File: config.mk
export PLATFORM = sky130hd
export DESIGN_NAME = kbd_decimal_entry
export DESIGN_NICKNAME = d
export VERILOG_FILES = /design/src/rtl/kde_pkg.sv /design/src/rtl/kde_sync.sv /design/src/rtl/kde_rx.sv /design/src/rtl/kde_digit_map.sv /design/src/rtl/kde_accum.sv /design/src/rtl/kbd_decimal_entry.sv
export SDC_FILE = /design/constraint.sdc
export NUM_CORES = 1
export LEC_CHECK = 0
export ABC_AREA = 1
export BUFFER_PORTS_ARGS = -buffer_cell sky130_fd_sc_hd__buf_4
export CORE_ASPECT_RATIO = 0.9
export CORE_MARGIN = 4
export CORE_UTILIZATION = 40
export CTS_CLUSTER_DIAMETER = 50
export DETAILED_ROUTE_END_ITERATION = 8
export PLACE_DENSITY = 0.62
export SLEW_MARGIN = 30
export SYNTH_ARGS = -nofsm -noshare
export SYNTH_HDL_FRONTEND = slang
export SYNTH_SLANG_ARGS = --single-unit
File: constraint.sdc
create_clock -name clk -period 2.3 [get_ports clk]
set_input_delay 0.345 -clock clk [delete_from_list [all_inputs] [get_ports clk]]
set_output_delay 0.345 -clock clk [all_outputs]
set_load 0.02 [all_outputs]
File: src/rtl/kde_pkg.sv
package kde_pkg;
   localparam int unsigned CODE_W      = 8;
   localparam int unsigned DIGIT_W     = 4;
   localparam logic [CODE_W-1:0] CODE_RELEASE = 8'hF0;

   typedef logic [CODE_W-1:0] code_t;

   typedef struct packed {
      logic               hit;
      logic [DIGIT_W-1:0] val;
   } digit_t;

   typedef enum logic {
      ACC_LIVE = 1'b0,
      ACC_SKIP = 1'b1
   } acc_mode_e;
endpackage

File: src/rtl/kde_sync.sv
module kde_sync #(
   parameter int unsigned WIDTH  = 2,
   parameter int unsigned STAGES = 2,
   parameter logic [WIDTH-1:0] RESET_VAL = '1
) (
   input  logic             clk,
   input  logic             rst_n,
   input  logic [WIDTH-1:0] din,
   output logic [WIDTH-1:0] dout
);
   initial assert (STAGES >= 2) else $error("kde_sync: STAGES must be at least 2");

   logic [STAGES-1:0][WIDTH-1:0] chain_q;

   generate
      for (genvar s = 0; s < STAGES; s++) begin : g_stage
         if (s == 0) begin : g_first
            always_ff @(posedge clk or negedge rst_n) begin
               if (!rst_n) chain_q[s] <= RESET_VAL;
               else        chain_q[s] <= din;
            end
         end else begin : g_rest
            always_ff @(posedge clk or negedge rst_n) begin
               if (!rst_n) chain_q[s] <= RESET_VAL;
               else        chain_q[s] <= chain_q[s-1];
            end
         end
      end
   endgenerate

   assign dout = chain_q[STAGES-1];
endmodule

File: src/rtl/kde_rx.sv
module kde_rx
   import kde_pkg::*;
(
   input  logic       clk,
   input  logic       rst_n,
   input  logic       kclk,
   input  logic       kdat,
   output logic       frame_ok,
   output code_t      frame_byte,
   output logic [3:0] bit_cnt
);
   localparam int unsigned PAR_IDX  = CODE_W + 1;
   localparam int unsigned LAST_IDX = CODE_W + 2;

   logic  kclk_prev_q;
   logic  fall;
   logic [3:0] cnt_q;
   code_t sh_q;
   logic  par_q;

   assign fall    = kclk_prev_q & ~kclk;
   assign bit_cnt = cnt_q;

   always_ff @(posedge clk or negedge rst_n) begin
      if (!rst_n) begin
         kclk_prev_q <= 1'b1;
         cnt_q       <= '0;
         sh_q        <= '0;
         par_q       <= 1'b0;
         frame_ok    <= 1'b0;
         frame_byte  <= '0;
      end else begin
         kclk_prev_q <= kclk;
         frame_ok    <= 1'b0;
         if (fall) begin
            if (cnt_q == 4'd0) begin
               if (!kdat) begin
                  cnt_q <= 4'd1;
                  par_q <= 1'b0;
               end
            end else if (cnt_q == 4'(LAST_IDX)) begin
               cnt_q <= '0;
               if (kdat && par_q) begin
                  frame_ok   <= 1'b1;
                  frame_byte <= sh_q;
               end
            end else if (cnt_q == 4'(PAR_IDX)) begin
               par_q <= par_q ^ kdat;
               cnt_q <= cnt_q + 4'd1;
            end else begin
               sh_q  <= {kdat, sh_q[CODE_W-1:1]};
               par_q <= par_q ^ kdat;
               cnt_q <= cnt_q + 4'd1;
            end
         end
      end
   end
endmodule

File: src/rtl/kde_digit_map.sv
module kde_digit_map
   import kde_pkg::*;
#(
   parameter bit KEYPAD_EN = 1'b1
) (
   input  code_t  code,
   output digit_t digit
);
   digit_t main_d;
   digit_t pad_d;

   always_comb begin
      main_d = '{hit: 1'b1, val: '0};
      unique case (code)
         8'h45: main_d.val = 4'd0;
         8'h16: main_d.val = 4'd1;
         8'h1E: main_d.val = 4'd2;
         8'h26: main_d.val = 4'd3;
         8'h25: main_d.val = 4'd4;
         8'h2E: main_d.val = 4'd5;
         8'h36: main_d.val = 4'd6;
         8'h3D: main_d.val = 4'd7;
         8'h3E: main_d.val = 4'd8;
         8'h46: main_d.val = 4'd9;
         default: main_d.hit = 1'b0;
      endcase
   end

   generate
      if (KEYPAD_EN) begin : g_pad
         always_comb begin
            pad_d = '{hit: 1'b1, val: '0};
            unique case (code)
               8'h70: pad_d.val = 4'd0;
               8'h69: pad_d.val = 4'd1;
               8'h72: pad_d.val = 4'd2;
               8'h7A: pad_d.val = 4'd3;
               8'h6B: pad_d.val = 4'd4;
               8'h73: pad_d.val = 4'd5;
               8'h74: pad_d.val = 4'd6;
               8'h6C: pad_d.val = 4'd7;
               8'h75: pad_d.val = 4'd8;
               8'h7D: pad_d.val = 4'd9;
               default: pad_d.hit = 1'b0;
            endcase
         end
      end else begin : g_nopad
         assign pad_d = '0;
      end
   endgenerate

   assign digit = main_d.hit ? main_d : pad_d;
endmodule

File: src/rtl/kde_accum.sv
module kde_accum
   import kde_pkg::*;
#(
   parameter int unsigned NUM_W = 8
) (
   input  logic             clk,
   input  logic             rst_n,
   input  logic             frame_ok,
   input  code_t            code,
   input  digit_t           digit,
   output logic [NUM_W-1:0] entry_value,
   output logic [NUM_W-1:0] number_value
);
   initial assert (NUM_W >= DIGIT_W) else $error("kde_accum: NUM_W too small");

   acc_mode_e        mode_q;
   logic [NUM_W-1:0] entry_next;

   assign entry_next = entry_value * NUM_W'(10) + NUM_W'(digit.val);

   always_ff @(posedge clk or negedge rst_n) begin
      if (!rst_n) begin
         mode_q       <= ACC_LIVE;
         entry_value  <= '0;
         number_value <= '0;
      end else if (frame_ok) begin
         if (code == CODE_RELEASE) begin
            mode_q <= ACC_SKIP;
         end else if (mode_q == ACC_SKIP) begin
            mode_q <= ACC_LIVE;
         end else if (digit.hit) begin
            entry_value <= entry_next;
         end else begin
            number_value <= entry_value;
            entry_value  <= '0;
         end
      end
   end
endmodule

File: src/rtl/kbd_decimal_entry.sv
module kbd_decimal_entry
   import kde_pkg::*;
#(
   parameter int unsigned NUM_W       = 8,
   parameter int unsigned SYNC_STAGES = 2,
   parameter bit          KEYPAD_EN   = 1'b1
) (
   input  logic             clk,
   input  logic             rst_n,
   input  logic             kb_clk_i,
   input  logic             kb_dat_i,
   input  logic             read_ack,
   output logic [7:0]       scan_code,
   output logic             scan_ready,
   output logic [NUM_W-1:0] entry_value,
   output logic [NUM_W-1:0] number_value
);
   initial assert (CODE_W == 8) else $error("kbd_decimal_entry: scan code must be 8 bits");

   logic [1:0] lines_s;
   logic       frame_ok;
   code_t      frame_byte;
   logic [3:0] rx_cnt;
   digit_t     digit;

   kde_sync #(.WIDTH(2), .STAGES(SYNC_STAGES), .RESET_VAL(2'b11)) u_sync (
      .clk(clk), .rst_n(rst_n),
      .din({kb_clk_i, kb_dat_i}), .dout(lines_s)
   );

   kde_rx u_rx (
      .clk(clk), .rst_n(rst_n),
      .kclk(lines_s[1]), .kdat(lines_s[0]),
      .frame_ok(frame_ok), .frame_byte(frame_byte), .bit_cnt(rx_cnt)
   );

   kde_digit_map #(.KEYPAD_EN(KEYPAD_EN)) u_map (
      .code(frame_byte), .digit(digit)
   );

   kde_accum #(.NUM_W(NUM_W)) u_acc (
      .clk(clk), .rst_n(rst_n),
      .frame_ok(frame_ok), .code(frame_byte), .digit(digit),
      .entry_value(entry_value), .number_value(number_value)
   );

   always_ff @(posedge clk or negedge rst_n) begin
      if (!rst_n) begin
         scan_code  <= '0;
         scan_ready <= 1'b0;
      end else if (frame_ok) begin
         scan_code  <= frame_byte;
         scan_ready <= 1'b1;
      end else if (read_ack) begin
         scan_ready <= 1'b0;
      end
   end
endmodule

# After elaboration in Yosys (flattened, before gate mapping)

Cells that the tools add are included.

Multipliers: 1
Reductions and logical operators: 11
Equal/unequal tests: 25
Mux-type cells: 19
Add/sub/neg operators: 2
Bitwise operators: 9

Operator list:

| kind                                                                     | number |
|---|---|
| 8-bit by 7-bit == test with 1-bit output (second input constant)         | 12 |
| 4-bit case mux with 9 select lines                                       | 2 |
| 8-bit by 6-bit == test with 1-bit output (second input constant)         | 6 |
| 10-bit OR reduction                                                      | 2 |
| 8-bit by 5-bit == test with 1-bit output (second input constant)         | 2 |
| 1-bit two-way mux                                                        | 12 |
| 4-bit two-way mux                                                        | 3 |
| 4-bit AND reduction                                                      | 3 |
| 8-bit by 4-bit adder with 8-bit output                                   | 1 |
| 4-bit == test (second input constant)                                    | 2 |
| 8-bit == test (second input constant)                                    | 1 |
| 8-bit by 3-bit multiplier with 7-bit output (second input constant)      | 1 |
| 8-bit two-way mux                                                        | 1 |
| 1-bit NOT                                                                | 7 |
| 3-bit AND reduction                                                      | 2 |
| 5-bit two-way mux                                                        | 1 |
| 4-bit by 1-bit adder with 4-bit output (second input constant)           | 1 |
| 4-bit zero test                                                          | 1 |
| 2-bit by 1-bit inequality test with 1-bit output (second input constant) | 1 |
| 2-bit inequality test (second input constant)                            | 1 |
| 2-bit AND reduction                                                      | 1 |
| 2-bit nonzero test                                                       | 1 |
| 1-bit bitwise AND                                                        | 1 |
| 1-bit logical AND                                                        | 1 |
| 1-bit XOR                                                                | 1 |

Bits of input ports: 5
Output and inout bits: 25
Register bits after elaboration: 53
Logic and storage cells: 80

# Logic depth before layout (Yosys ltp)

Word-level depth: 6
Mapped depth: 18
Depth with buffers taken out: 18

# Hierarchy

A second synthesis with hierarchy kept.

Cell total of the unflattened synthesis: 384
Area, all modules: 3,041.7 µm²

By module, submodules not included:

| module            | cells each | instances | area each (µm²) |
|---|---|---|---|
| kde_rx            | 124        | 1         | 1,126.1 |
| kde_accum         | 127        | 1         | 1,098.6 |
| kde_digit_map     | 89         | 1         | 355.3 |
| kbd_decimal_entry | 38         | 1         | 341.6 |
| kde_sync          | 6          | 1         | 120.1 |

# Worst setup path after synthesis

Ideal clock, no wire load.

Path kind: register -> register
Start point: reg u_rx.frame_byte[2]
End point: reg u_acc.entry_value[7]
Cell stages (with the launch flop): 18
Clock period less this slack: 2.199 ns
Required time: 2.183 ns
Setup time: 0.117 ns
Slack: 0.101 ns
Arrival: 2.082 ns
Cells stage by stage: dfrtp_1 > nand2_1 > nor2_1 > nand2_1 > nand2_2 > nor2_1 > o2111ai_1 > ha_1 > fa_1 > nand2_1 > inv_1 > nor2_1 > nor2_1 > nand3_1 > nand3b_1 > nand2_1 > nand3_1 > nand2_1

Longest elaborated chain between the ends: 6

Ends and longest elaborated chain:

| what                                                                   | RTL line            | RTL |
|---|---|---|
| start, declared                                                        | kde_rx.sv:9         | `output code_t frame_byte,` |
| start signal, assigned                                                 | kde_rx.sv:45        | `frame_byte <= sh_q;` |
| 8-bit by 7-bit == test with 1-bit output, or another cell as far along | kde_digit_map.sv:14 | `unique case (code)` |
| 10-bit OR reduction (no line)                                          | -                   |  |
| 1-bit two-way mux                                                      | kde_digit_map.sv:14 |  |
| 5-bit two-way mux                                                      | kde_digit_map.sv:52 | `assign digit = main_d.hit ? main_d : pad_d;` |
| 8-bit by 4-bit adder with 8-bit output                                 | kde_accum.sv:19     | `assign entry_next = entry_value * NUM_W'(10) + NUM_W'(digit.val);` |
| 8-bit two-way mux                                                      | kde_accum.sv:31     | `end else if (digit.hit) begin` |
| end signal, assigned                                                   | kde_accum.sv:32     | `entry_value <= entry_next;` |
| end, declared                                                          | kde_accum.sv:11     | `output logic [NUM_W-1:0] entry_value,` |

Parallel ways exist; a longest one is shown, timed or not.
A chain may end at the register's enable or synchronous reset.

# Worst setup path in the final report

Same ends and word-level chain as after synthesis.

==> impl_summary.log <==
INFO  metric critical_path.endpoint = u_acc.entry_value[7]$_DFFE_PN0P_
INFO  metric cp_num_cells = 17
INFO  metric routed-via-count = ~2400
INFO  metric cts_root_buffer_type = sky130_fd_sc_hd__clkbuf_8
INFO  metric power_frac_clock = between 20 and 30%
INFO  metric final.hold.worst_slack = approximately 0.074 ns
INFO  metric warning_count_from_the_yosys_run = 0
INFO  metric numCtsBuffers = 5
INFO  metric global_route.overflow_total = 0
INFO  metric initial_core_utilization = between 40 and 50%
INFO  metric avgViaCountPerCell = roughly 4.8
INFO  metric max-vdd-ir-drop = 0.523 mV
INFO  metric cts.path.max_buffers = 2
INFO  metric fillers = between 600 and 700
INFO  metric max_stage_delay = 0.47 ns
INFO  metric required = roughly 2.5 ns
INFO  metric worst-r2r-setup-slack = roughly 0.032 ns
INFO  metric sum_of_routed_wire_length_over_all_layers = between 6 and 7 mm
INFO  metric post_synth_num_cell_types = 31
INFO  metric totalPowerFinal = about 2000 uW
INFO  metric period_needed = approximately 2.3 ns
INFO  metric seq_area_frac_synth = a little under half
INFO  metric switching_power = about 570 uW
INFO  metric setup_viol = 0
INFO  metric placement.io_buffers = 29
INFO  metric worst_r2r_endpoint = u_acc.entry_value[7]$_DFFE_PN0P_
INFO  metric design.final.nets = 423
INFO  metric vert_die_dim = between 80 and 90 um
INFO  metric status = complete, no violations
INFO  metric wire_per_inst = 12.1 um
INFO  metric critical_path_class = flop to flop
INFO  metric drt_pass1_iterations = 4
INFO  metric final.period_utilization = a little over nine tenths
INFO  metric syn-cell-area = ~2800 um2
INFO  metric timing.slew.headroom = between 50% and 60%
INFO  metric worstSetupStartpointType = flop
INFO  metric unrepaired_setup_endpoints_after_global_routing = yes
INFO  metric grt_max_degree = 54
INFO  metric combined_buffer_and_inverter_count_along_the_critical_path = 1
INFO  metric fraction_of_layout_cells_with_a_size_suffix_above_1 = a little under a third
INFO  metric postSynthCellCount = around 350
INFO  metric floorplan.die_area = 8510 um2
INFO  metric synthesis.nets = 365
INFO  metric detail-route-antenna-nets = 0
INFO  metric grt_first_pass_wirelength = about 10 mm
INFO  metric via_count_of_the_first_global_routing_pass = approximately 2200
INFO  metric setup_crit_end_kind = flop
INFO  metric worstHoldPathType = input pin to async pin
INFO  metric clock_sinks = 53
INFO  metric cell_family_with_the_largest_share_of_critical_path_delay = simple AND/OR/NAND/NOR gates
INFO  metric timing.critical_path.cells = nand2_4 > nor2_4 > nand2_2 > nand2_2 > nor2_2 > o2111ai_2 > ha_2 > fa_2 > nand2_2 > inv_2 > nor2_2 > nor2_2 > nand3_2 > nand3b_1 > nand2_1 > nand3_1 > nand2_1
INFO  metric hold_bufs_at_cts = 0
INFO  metric drt_drc_violations_left = 0
INFO  metric cap_violations = 0
INFO  metric report.final.hold_viol_count = 0
INFO  metric swShare = 29.0%
INFO  metric design.portCount = 30
INFO  metric floorplan.rows = 28
INFO  metric dpl.hpwl = 4.41 mm
INFO  metric cts_tree = built
INFO  metric antenna_found_initial = 0
INFO  metric die_width = around 97 um
INFO  metric final.setup_skew = a little over 0.003 ns
INFO  metric syn_area_per_cell = between 8 and 9 um2
INFO  metric layout-area-overhead-vs-synth = 26.1%
INFO  metric clk_pin_slew = approximately 0.090 ns
INFO  metric timing_worst_slew_pin_value = between 0.6 and 0.7 ns
INFO  metric cts.htree.levels = 2
INFO  metric global_route.usage.total = 14.6%
INFO  metric critical_path_peak_fanout = 5
INFO  metric worst_ep_arrival_time = between 2 and 2.5 ns
INFO  metric crit_path_top_delay_cell = sky130_fd_sc_hd__dfrtp_2
INFO  metric synth.ff_latch_count = 53
INFO  metric weighted_congestion_reported_at_the_end_of_routability_driven_placement = a little under 0.9
INFO  metric detail_route.iter0.violations = between 100 and 150
INFO  metric power.combinational.fraction = 16.5%
INFO  metric worstReg2RegStart = u_rx.frame_byte[2]$_DFFE_PN0P_
INFO  metric power_density = approximately 550 nW/um2
INFO  metric internal_power = about 1400 uW
INFO  metric p_leak = 0.00191 uW
INFO  metric worst_skew_pair.late_latency = 0.30 ns
INFO  metric slew_viol_final = 0
INFO  metric worst_setup_path_startpoint = u_rx.frame_byte[2]$_DFFE_PN0P_
INFO  metric core_region_area = between 6000 and 7000 um2
INFO  metric worst-r2r-cell-count = 17
INFO  metric diodes = 0
INFO  metric sequentialPowerShare = 57.9%
INFO  metric max_clock_freq = around 440 MHz
## registers in the layout, indices dropped and copies added, names as in the netlist
name	count
scan_ready	1
u_sync.dout	2
u_rx.bit_cnt	4
u_acc.number_value	8
u_rx.par_q	1
u_rx.sh_q	8
u_acc.mode_q	1
u_acc.entry_value	8
scan_code	8
u_rx.kclk_prev_q	1
u_rx.frame_byte	8
u_rx.frame_ok	1
u_sync.chain_q	2
## per-stage QoR
| stage | worst slack [ns] | std cells | TNS [ns] | cell area, um2 | utilization, % |
|---|---|---|---|---|---|
| finish | 0.0320 | 496 | 0 | 3580 | 53.2 |
| global route | -0.136 | 496 | -0.425 | 3580 | 53.2 |
| CTS | 0.00522 | 491 | 0 | 3430 | 51.0 |
| detailed placement | -0.0823 | 476 | -0.108 | 3250 | 48.3 |
| global placement | -0.00752 | 476 | -0.00752 | 3250 | 48.3 |
| floorplan | 0.101 | 347 | 0 | 2840 | - |
## placed cells by master (no fill, tap or decap), types with 2 or more instances in the layout
master / Yosys / final
sky130_fd_sc_hd__nand3b_1: 2 / 2
sky130_fd_sc_hd__ha_1: 11 / 10
sky130_fd_sc_hd__nor2_1: 29 / 18
sky130_fd_sc_hd__nand2_1: 115 / 104
sky130_fd_sc_hd__xnor2_1: 2 / 2
sky130_fd_sc_hd__clkinv_2: 0 / 2
sky130_fd_sc_hd__o211ai_1: 2 / 2
sky130_fd_sc_hd__buf_4: 2 / 54
sky130_fd_sc_hd__a21oi_1: 5 / 5
sky130_fd_sc_hd__nand2_2: 8 / 12
sky130_fd_sc_hd__inv_1: 27 / 26
sky130_fd_sc_hd__nand4_1: 2 / 2
sky130_fd_sc_hd__xor2_1: 5 / 5
sky130_fd_sc_hd__nand3_4: 2 / 2
sky130_fd_sc_hd__o21ai_0: 25 / 25
sky130_fd_sc_hd__nor2_4: 4 / 13
sky130_fd_sc_hd__inv_2: 9 / 10
sky130_fd_sc_hd__nor2_2: 5 / 7
sky130_fd_sc_hd__o21a_1: 2 / 2
sky130_fd_sc_hd__nand2_4: 1 / 8
sky130_fd_sc_hd__dfrtp_2: 0 / 4
sky130_fd_sc_hd__nand3_1: 25 / 24
sky130_fd_sc_hd__dfstp_2: 5 / 5
sky130_fd_sc_hd__clkbuf_8: 0 / 5
sky130_fd_sc_hd__dfrtp_1: 48 / 44
## synth_stat cells
| library cell | count | area share, % |
|---|---|---|
| sky130_fd_sc_hd__nand4_1 | 2 | 0.44 |
| sky130_fd_sc_hd__dfrtp_1 | 48 | 42 |
| sky130_fd_sc_hd__nand2_2 | 8 | 1.8 |
| sky130_fd_sc_hd__clkbuf_1 | 2 | 0.26 |
| sky130_fd_sc_hd__dfstp_2 | 5 | 4.6 |
| sky130_fd_sc_hd__nand3b_1 | 2 | 0.53 |
| sky130_fd_sc_hd__a21oi_1 | 5 | 0.88 |
| sky130_fd_sc_hd__ha_1 | 11 | 4.8 |
| sky130_fd_sc_hd__nor3_1 | 1 | 0.18 |
| sky130_fd_sc_hd__inv_1 | 27 | 3.6 |
| sky130_fd_sc_hd__nand3_4 | 2 | 1.2 |
| sky130_fd_sc_hd__o21ai_0 | 25 | 4.4 |
| sky130_fd_sc_hd__xnor2_1 | 2 | 0.62 |
| sky130_fd_sc_hd__nor3_2 | 1 | 0.35 |
| sky130_fd_sc_hd__nor2_2 | 5 | 1.1 |
| sky130_fd_sc_hd__nor2_8 | 1 | 0.71 |
| sky130_fd_sc_hd__fa_1 | 2 | 1.4 |
| sky130_fd_sc_hd__nand2_1 | 115 | 15 |
| sky130_fd_sc_hd__nor2_4 | 4 | 1.6 |
| sky130_fd_sc_hd__nor2_1 | 29 | 3.8 |
| sky130_fd_sc_hd__nand3_1 | 25 | 4.4 |
| sky130_fd_sc_hd__xor2_1 | 5 | 1.5 |
| sky130_fd_sc_hd__o21a_1 | 2 | 0.53 |
| sky130_fd_sc_hd__inv_2 | 9 | 1.2 |
| sky130_fd_sc_hd__buf_4 | 2 | 0.53 |
| sky130_fd_sc_hd__o31ai_1 | 1 | 0.26 |
| sky130_fd_sc_hd__nand2_4 | 1 | 0.40 |
| sky130_fd_sc_hd__o22ai_1 | 1 | 0.22 |
| sky130_fd_sc_hd__o2111ai_1 | 1 | 0.31 |
| sky130_fd_sc_hd__nor4_1 | 1 | 0.22 |
| sky130_fd_sc_hd__o211ai_1 | 2 | 0.53 |
## worst min path at each step
| stage | to | slack [ns] | cells past startpoint |
|---|---|---|---|
| after global placement | u_sync.dout[0]$_DFF_PN1_ | 0.35 | 0 |
| after floorplan | scan_code[0]$_DFFE_PN0P_ | 0.05 | 0 |
| after detailed placement | u_sync.dout[0]$_DFF_PN1_ | 0.35 | 0 |
| after global routing | u_rx.frame_byte[7]$_DFFE_PN0P_ | 0.13 | 1 |
| final | u_rx.sh_q[7]$_DFFE_PN0P_ | 0.07 | 1 |
| after CTS | u_rx.bit_cnt[0]$_DFFE_PN0P_ | 0.1 | 1 |
## power groups by stage
stage	logic [uW]	registers, uW	clock network, uW
2_1_floorplan	212	1130	0
3_3_place_gp	283	1140	0
3_5_place_dp	290	1150	0
4_1_cts	303	1130	524
5_1_grt	374	1150	563
6_report	323	1130	500
## timing repair
action                                  CTS  global route
pin swaps                                 4             8
endpoints found under the setup margin    2             3
setup buffers                             7             4
resized for setup                        15            32
## final cells by class
type	instances	area (um2)	share of cell area [%]
sequential	53	1340	37.4
clock inverter	2	10.0	0.280
tap	90	113	3.14
multi-input combinational	254	1500	41.9
clock buffer	6	72.6	2.03
inverter	36	135	3.77
timing repair buffer	55	413	11.5
## per-layer routing
metal	wire length, um	share of wire (%)	GRT usage (%)
met5	0	0	0
met4	76	1.3	3.83
met3	144	2.4	3.03
met2	2830	47	24.2
met1	2960	49	19.7
## worst register-to-register path: cells and delay by family, from the launching register on
kind                     cells  cell delay [ns]
buffers and inverters        1             0.04
AO/OA/AOI/OAI                1             0.11
AND/OR/NAND/NOR             13             0.99
adder cells (fa/ha/maj)      2             0.56
flip-flops                   1             0.47
## logic make-up (layout without fill, tap and decap cells)
group	after synthesis	count (layout)	share of synthesized area (%)
flops	53	53	46.9
compound gates	37	37	7.14
xor+xnor	7	7	2.16
fa+ha+maj	13	13	6.26
simple gates	197	197	32.0
buf+inv	40	99	5.55
No activity file was read; power rests on OpenSTA's default activity.
